`config.mk`:
```
export PLATFORM = sky130hd
export DESIGN_NAME = hb_deadband_gen
export DESIGN_NICKNAME = d
export VERILOG_FILES = /design/src/rtl/db_pkg.sv /design/src/rtl/db_rst_sync.sv /design/src/rtl/db_prescaler.sv /design/src/rtl/db_edge_timer.sv /design/src/rtl/hb_deadband_gen.sv
export SDC_FILE = /design/constraint.sdc
export NUM_CORES = 1
export LEC_CHECK = 0
export BUFFER_PORTS_ARGS = -buffer_cell sky130_fd_sc_hd__buf_4
export CORE_MARGIN = 2
export CORE_UTILIZATION = 53
export DETAILED_ROUTE_END_ITERATION = 10
export PLACE_DENSITY = 0.86
export SETUP_SLACK_MARGIN = 0.15
export SYNTH_ARGS = -nofsm -noshare
export SYNTH_HDL_FRONTEND = slang
export SYNTH_SLANG_ARGS = --single-unit
```
`constraint.sdc`:
```
create_clock -name clk_osc -period 1.15 [get_ports clk_osc]
set_input_delay 0.115 -clock clk_osc [delete_from_list [all_inputs] [get_ports clk_osc]]
set_output_delay 0.115 -clock clk_osc [all_outputs]
set_load 0.03 [all_outputs]
```
`src/rtl/db_pkg.sv`:
```
package db_pkg;
  localparam int DLY_W   = 7;
  localparam int PRE_DIV = 4;
  localparam int N_CH    = 2;
  localparam int CH_HI   = 0;
  localparam int CH_LO   = 1;
endpackage

```
`src/rtl/db_rst_sync.sv`:
```
module db_rst_sync #(
  parameter int STAGES = 2
) (
  input  logic clk,
  input  logic rst_n_in,
  output logic rst_n_out
);
  logic [STAGES-1:0] sync_q;
  logic [STAGES-1:0] sync_d;

  always_comb begin
    sync_d = {sync_q[STAGES-2:0], 1'b1};
  end

  always_ff @(posedge clk or negedge rst_n_in) begin
    if (!rst_n_in) sync_q <= '0;
    else           sync_q <= sync_d;
  end

  assign rst_n_out = sync_q[STAGES-1];
endmodule

```
`src/rtl/db_prescaler.sv`:
```
module db_prescaler #(
  parameter int DIV = 4
) (
  input  logic clk,
  input  logic rst_n,
  output logic tick
);
  localparam int CW = (DIV > 1) ? $clog2(DIV) : 1;
  localparam logic [CW-1:0] LAST = CW'(DIV - 1);

  logic [CW-1:0] phase_q;
  logic [CW-1:0] phase_d;

  always_comb begin
    if (phase_q == LAST) phase_d = '0;
    else                 phase_d = phase_q + 1'b1;
  end

  always_ff @(posedge clk or negedge rst_n) begin
    if (!rst_n) phase_q <= '0;
    else        phase_q <= phase_d;
  end

  assign tick = (phase_q == LAST);

  AST_TICK_SPACING: assert property (@(posedge clk) disable iff (!rst_n)
    tick |=> !tick);
endmodule

```
`src/rtl/db_edge_timer.sv`:
```
module db_edge_timer #(
  parameter int DLY_W = 7
) (
  input  logic             clk,
  input  logic             rst_n,
  input  logic             tick,
  input  logic             want,
  input  logic [DLY_W-1:0] dly,
  output logic             drive
);
  logic             out_q, out_d;
  logic             pend_q, pend_d;
  logic [DLY_W-1:0] cnt_q, cnt_d;
  logic [DLY_W-1:0] tgt_q, tgt_d;
  logic [DLY_W-1:0] cnt_inc;

  assign cnt_inc = cnt_q + 1'b1;

  always_comb begin
    out_d  = out_q;
    pend_d = pend_q;
    cnt_d  = cnt_q;
    tgt_d  = tgt_q;
    if (!want) begin
      out_d  = 1'b0;
      pend_d = 1'b0;
    end else if (!out_q && !pend_q) begin
      if (dly == '0) begin
        out_d = 1'b1;
      end else begin
        pend_d = 1'b1;
        tgt_d  = dly;
        cnt_d  = '0;
      end
    end else if (pend_q && tick) begin
      cnt_d = cnt_inc;
      if (cnt_inc == tgt_q) begin
        out_d  = 1'b1;
        pend_d = 1'b0;
      end
    end
  end

  always_ff @(posedge clk or negedge rst_n) begin
    if (!rst_n) begin
      out_q  <= 1'b0;
      pend_q <= 1'b0;
      cnt_q  <= '0;
      tgt_q  <= '0;
    end else begin
      out_q  <= out_d;
      pend_q <= pend_d;
      cnt_q  <= cnt_d;
      tgt_q  <= tgt_d;
    end
  end

  assign drive = out_q;

  AST_OFF_NO_DELAY: assert property (@(posedge clk) disable iff (!rst_n)
    !want |=> !drive);
  AST_ZERO_DIRECT: assert property (@(posedge clk) disable iff (!rst_n)
    (want && !drive && !pend_q && dly == '0) |=> drive);
  AST_WAIT_FOR_TICK: assert property (@(posedge clk) disable iff (!rst_n)
    (pend_q && !tick) |=> !drive);
  AST_CANCEL_PENDING: assert property (@(posedge clk) disable iff (!rst_n)
    (pend_q && !want) |=> (!drive && !pend_q));
  AST_TARGET_HELD: assert property (@(posedge clk) disable iff (!rst_n)
    (pend_q && want) |=> $stable(tgt_q));
endmodule

```
`src/rtl/hb_deadband_gen.sv`:
```
module hb_deadband_gen #(
  parameter int DLY_W = db_pkg::DLY_W
) (
  input  logic             clk_osc,
  input  logic             rst_n,
  input  logic             pwm_ref,
  input  logic [DLY_W-1:0] dly_count,
  output logic             drv_hi,
  output logic             drv_lo
);
  localparam int NCH = db_pkg::N_CH;

  logic           rst_n_int;
  logic           tick;
  logic [NCH-1:0] want;
  logic [NCH-1:0] drive;

  db_rst_sync #(.STAGES(2)) u_rst (
    .clk       (clk_osc),
    .rst_n_in  (rst_n),
    .rst_n_out (rst_n_int)
  );

  db_prescaler #(.DIV(db_pkg::PRE_DIV)) u_pre (
    .clk   (clk_osc),
    .rst_n (rst_n_int),
    .tick  (tick)
  );

  for (genvar ch = 0; ch < NCH; ch++) begin : g_ch
    if (ch == db_pkg::CH_HI) begin : g_hi
      assign want[ch] = pwm_ref;
    end else begin : g_lo
      assign want[ch] = ~pwm_ref;
    end
    db_edge_timer #(.DLY_W(DLY_W)) u_tmr (
      .clk   (clk_osc),
      .rst_n (rst_n_int),
      .tick  (tick),
      .want  (want[ch]),
      .dly   (dly_count),
      .drive (drive[ch])
    );
  end

  assign drv_hi = drive[db_pkg::CH_HI];
  assign drv_lo = drive[db_pkg::CH_LO];

  AST_NO_OVERLAP: assert property (@(posedge clk_osc) disable iff (!rst_n)
    !(drv_hi && drv_lo));
  AST_RESET_LOW: assert property (@(posedge clk_osc)
    !rst_n_int |=> (!drv_hi && !drv_lo));
endmodule

```
==> flow_metrics.env <==
export IMPL_yosysTopAreaCell="dfrtp_1"
export IMPL_totalPowerFinal_w=0.00296
export IMPL_clk_latency_ns=0.35
export IMPL_ys_seq_elements=36
export IMPL_vias_per_cell=5.73
export IMPL_rsz0062_at_grt="true"
export IMPL_violations="negative setup slack"
export IMPL_period_needed_ns=1.71
export IMPL_slowest_delay_ns=0.44
export IMPL_startpoint_type="register"
export IMPL_synth_edf_count=0
export IMPL_cts_buffers=5
export IMPL_p_leak_nw=1.37
export IMPL_cap_violations=0
export IMPL_end_kind="register"
export IMPL_finalSetupViolations=34
export IMPL_crit_type="register to register"
export IMPL_fp_dieW_um=63.1
export IMPL_period_share=1.48
export IMPL_fmax_mhz=586
export IMPL_seq_area_frac_synth=0.487
export IMPL_fin_nets=275
export IMPL_htree_num_levels=2
export IMPL_die_area_sq_um=3980
export IMPL_antenna_found_initial=0
export IMPL_fp_row_count=21
export IMPL_dp_slack_ns=-0.473
export IMPL_grt_pass1_wl_um=9740
export IMPL_r2r_slack_ns=-0.56
export IMPL_clk_pin_slew_ns=0.11
export IMPL_drt_iter0_drc=126
export IMPL_crit_family="compound AO/OA/AOI/OAI gates"
export IMPL_synth_async_reset_ratio=1.00
export IMPL_overflow=0
export IMPL_drt_wl_total_um=6460
export IMPL_hold_viol=0
export IMPL_fin_cells=309
export IMPL_synth_top_area_share=0.487
export IMPL_final_antenna_net_count=0
export IMPL_cts_tree="yes"
export IMPL_post_place_cells=280
export IMPL_synthTopCellsByArea="dfrtp_1 49%, xnor2_1 8.0%, o21ai_0 4.9%"
export IMPL_synth_warnings=0
export IMPL_ys_top_cells_by_count="36 x dfrtp_1, 18 x nor2_1, 18 x o21ai_0"
export IMPL_vias=1770
export IMPL_clock_sinks=36
export IMPL_ys_types=35
export IMPL_yosysMostFrequentCell="dfrtp_1"
export IMPL_io_pins=12
export IMPL_synthesis_nets=187
export IMPL_dp_hpwl_um=3580
export IMPL_crit_path_cell_trace="ha_4 > buf_6 > xor2_1 > o2111ai_1 > o21ai_1 > nor4_2 > a21oi_1"
export IMPL_drive_gt1_frac=0.586
export IMPL_grt_max_degree=17
export IMPL_drc_errors=0
export IMPL_start_util=0.555
export IMPL_worstPathRequired_ns=1.38
export IMPL_cts_root_buf="clkbuf_4"
export IMPL_dominantRegCellSynth="dfrtp_1"
export IMPL_status="complete, but fails checks"
export IMPL_synthCells=174
export IMPL_wl_per_cell_um=20.9
export IMPL_port_buffers=11
export IMPL_arrival_ns=1.94
export IMPL_fin_ws_ns=-0.557
export IMPL_die_y_um=63.1
export IMPL_firstDrtPassIters=4
export IMPL_ir_worst_vdd_mv=0.907
export IMPL_core_area_sq_um=3340
export IMPL_crit_buf_inv=1
export IMPL_area_delta_synth_final_pct=61.7
export IMPL_drv_slew=0
export IMPL_finClkSkew_ns=0.00834
export IMPL_clockBufferDepth=2
export IMPL_powerDensity_nw_per_um2=988
export IMPL_grtUsageTotal=0.329
export IMPL_cp_slowest_cell="dfrtp_1"
export IMPL_hold_class="input pin to asynchronous set/reset pin"
export IMPL_antennaDiodeCount=0
export IMPL_syn_avg_cell_area_sq_um=10.6
export IMPL_synth_cell_area_sq_um=1850
export IMPL_grt_pass1_vias=1996
export IMPL_cp_max_fo=3
export IMPL_place_gp_congestion=0.860
## cell usage in the layout, fill, tap and decap left out, types with 3 or more instances in the layout
cell       n
mux2_4    13
nand3_1    4
and2_4     5
xor2_1     5
buf_6     18
nand2_1    9
o21ai_2    9
and3_4     4
xnor2_2    6
nor2_1    14
clkbuf_4   5
a21oi_1    3
inv_1      4
ha_4       3
buf_4     62
o31ai_1    3
o21ai_1    7
dfrtp_1   34
nand2_2    4
xnor2_1   10
## worst paths after layout
kind                                              from                     end  cells past startpoint
worst max register to register  g_ch[0].u_tmr.cnt_q[1]    g_ch[0].u_tmr.pend_q                      7
worst min-delay path                             rst_n         u_rst.sync_q[1]                      2
worst min register to register         u_rst.sync_q[1]  g_ch[0].u_tmr.cnt_q[0]                      0
min in group clk_osc                      dly_count[0]  g_ch[0].u_tmr.tgt_q[0]                      3
worst max-delay path            g_ch[0].u_tmr.cnt_q[1]    g_ch[0].u_tmr.pend_q                      7
max in group asynchronous              u_rst.sync_q[1]  g_ch[1].u_tmr.cnt_q[3]                      1
## layer usage
| metal | routed length [um] | global-route usage | vias up | share of wire |
|---|---|---|---|---|
| met5 | 0 | 0 | - | 0 |
| met2 | 3560 | 0.600 | 63 | 0.55 |
| met4 | 280 | 0.186 | 0 | 0.043 |
| li1 | - | - | 789 | - |
| met3 | 242 | 0.0857 | 20 | 0.037 |
| met1 | 2380 | 0.338 | 898 | 0.37 |
## registers in the layout, summed over array words and instances (netlist names)
register           flops
u_rst.sync_q           2
g_ch.u_tmr.tgt_q      14
g_ch.u_tmr.cnt_q      14
g_ch.u_tmr.pend_q      2
u_pre.phase_q          2
g_ch.u_tmr.drive       2
## worst reg2reg max path: cells and delay by family (launching register included)
| kind | cells | cell delay, ns |
|---|---|---|
| AO/OA/AOI/OAI | 3 | 0.47 |
| flip-flops | 1 | 0.44 |
| AND/OR/NAND/NOR | 1 | 0.21 |
| adder cells (fa/ha/maj) | 1 | 0.19 |
| XOR/XNOR | 1 | 0.15 |
| buffers and inverters | 1 | 0.12 |
## metrics by stage
stage	utilization	hold slack (ns)	cell area (sq um)	setup TNS [ns]
floorplan	-	-0.181	1970	-8.50
global placement	0.746	-0.102	2490	-7.79
detailed placement	0.746	-0.101	2490	-9.08
CTS	0.855	0.0508	2850	-7.73
global route	0.897	0.0678	2990	-11.69
finish	0.897	0.0761	2990	-10.08
## kinds of logic (layout without fill, tap and decap cells)
kind of cell / count (synthesis) / count (layout) / synth area share
other: 1 / 1 / 0.00203
buffers and inverters: 6 / 95 / 0.0169
adders and majority gates: 3 / 3 / 0.0203
muxes: 13 / 13 / 0.0913
and+or+nand+nor: 56 / 56 / 0.156
DFF: 36 / 36 / 0.487
xor gates and xnor gates: 22 / 22 / 0.104
AOI/OAI and AO/OA: 37 / 37 / 0.123
## report_power, final
| group | switching [W] | internal [W] |
|---|---|---|
| sequential | 0.000107 | 0.00137 |
| combinational | 0.000341 | 0.000468 |
| clock | 0.000433 | 0.000238 |
| total | 0.000881 | 0.00207 |
## area by class of cell
| cell class | instances | area, sq um |
|---|---|---|
| Timing Repair Buffer | 83 | 726 |
| Clock inverter | 1 | 5.00 |
| Tap cell | 46 | 57.6 |
| Multi-Input combinational cell | 132 | 1240 |
| Inverter | 4 | 15.0 |
| Sequential cell | 36 | 903 |
| Clock buffer | 7 | 45.0 |
| Fill cell | 142 | 345 |
## timing repair
action	CTS	global route
resized for setup	45	26
hold buffers	1	0
buffers inserted	15	4
setup endpoints to repair	34	34
endpoints found under the hold margin	2	0
pin swaps	22	18
gates cloned	1	0
Power figures use the tool's default switching activity.
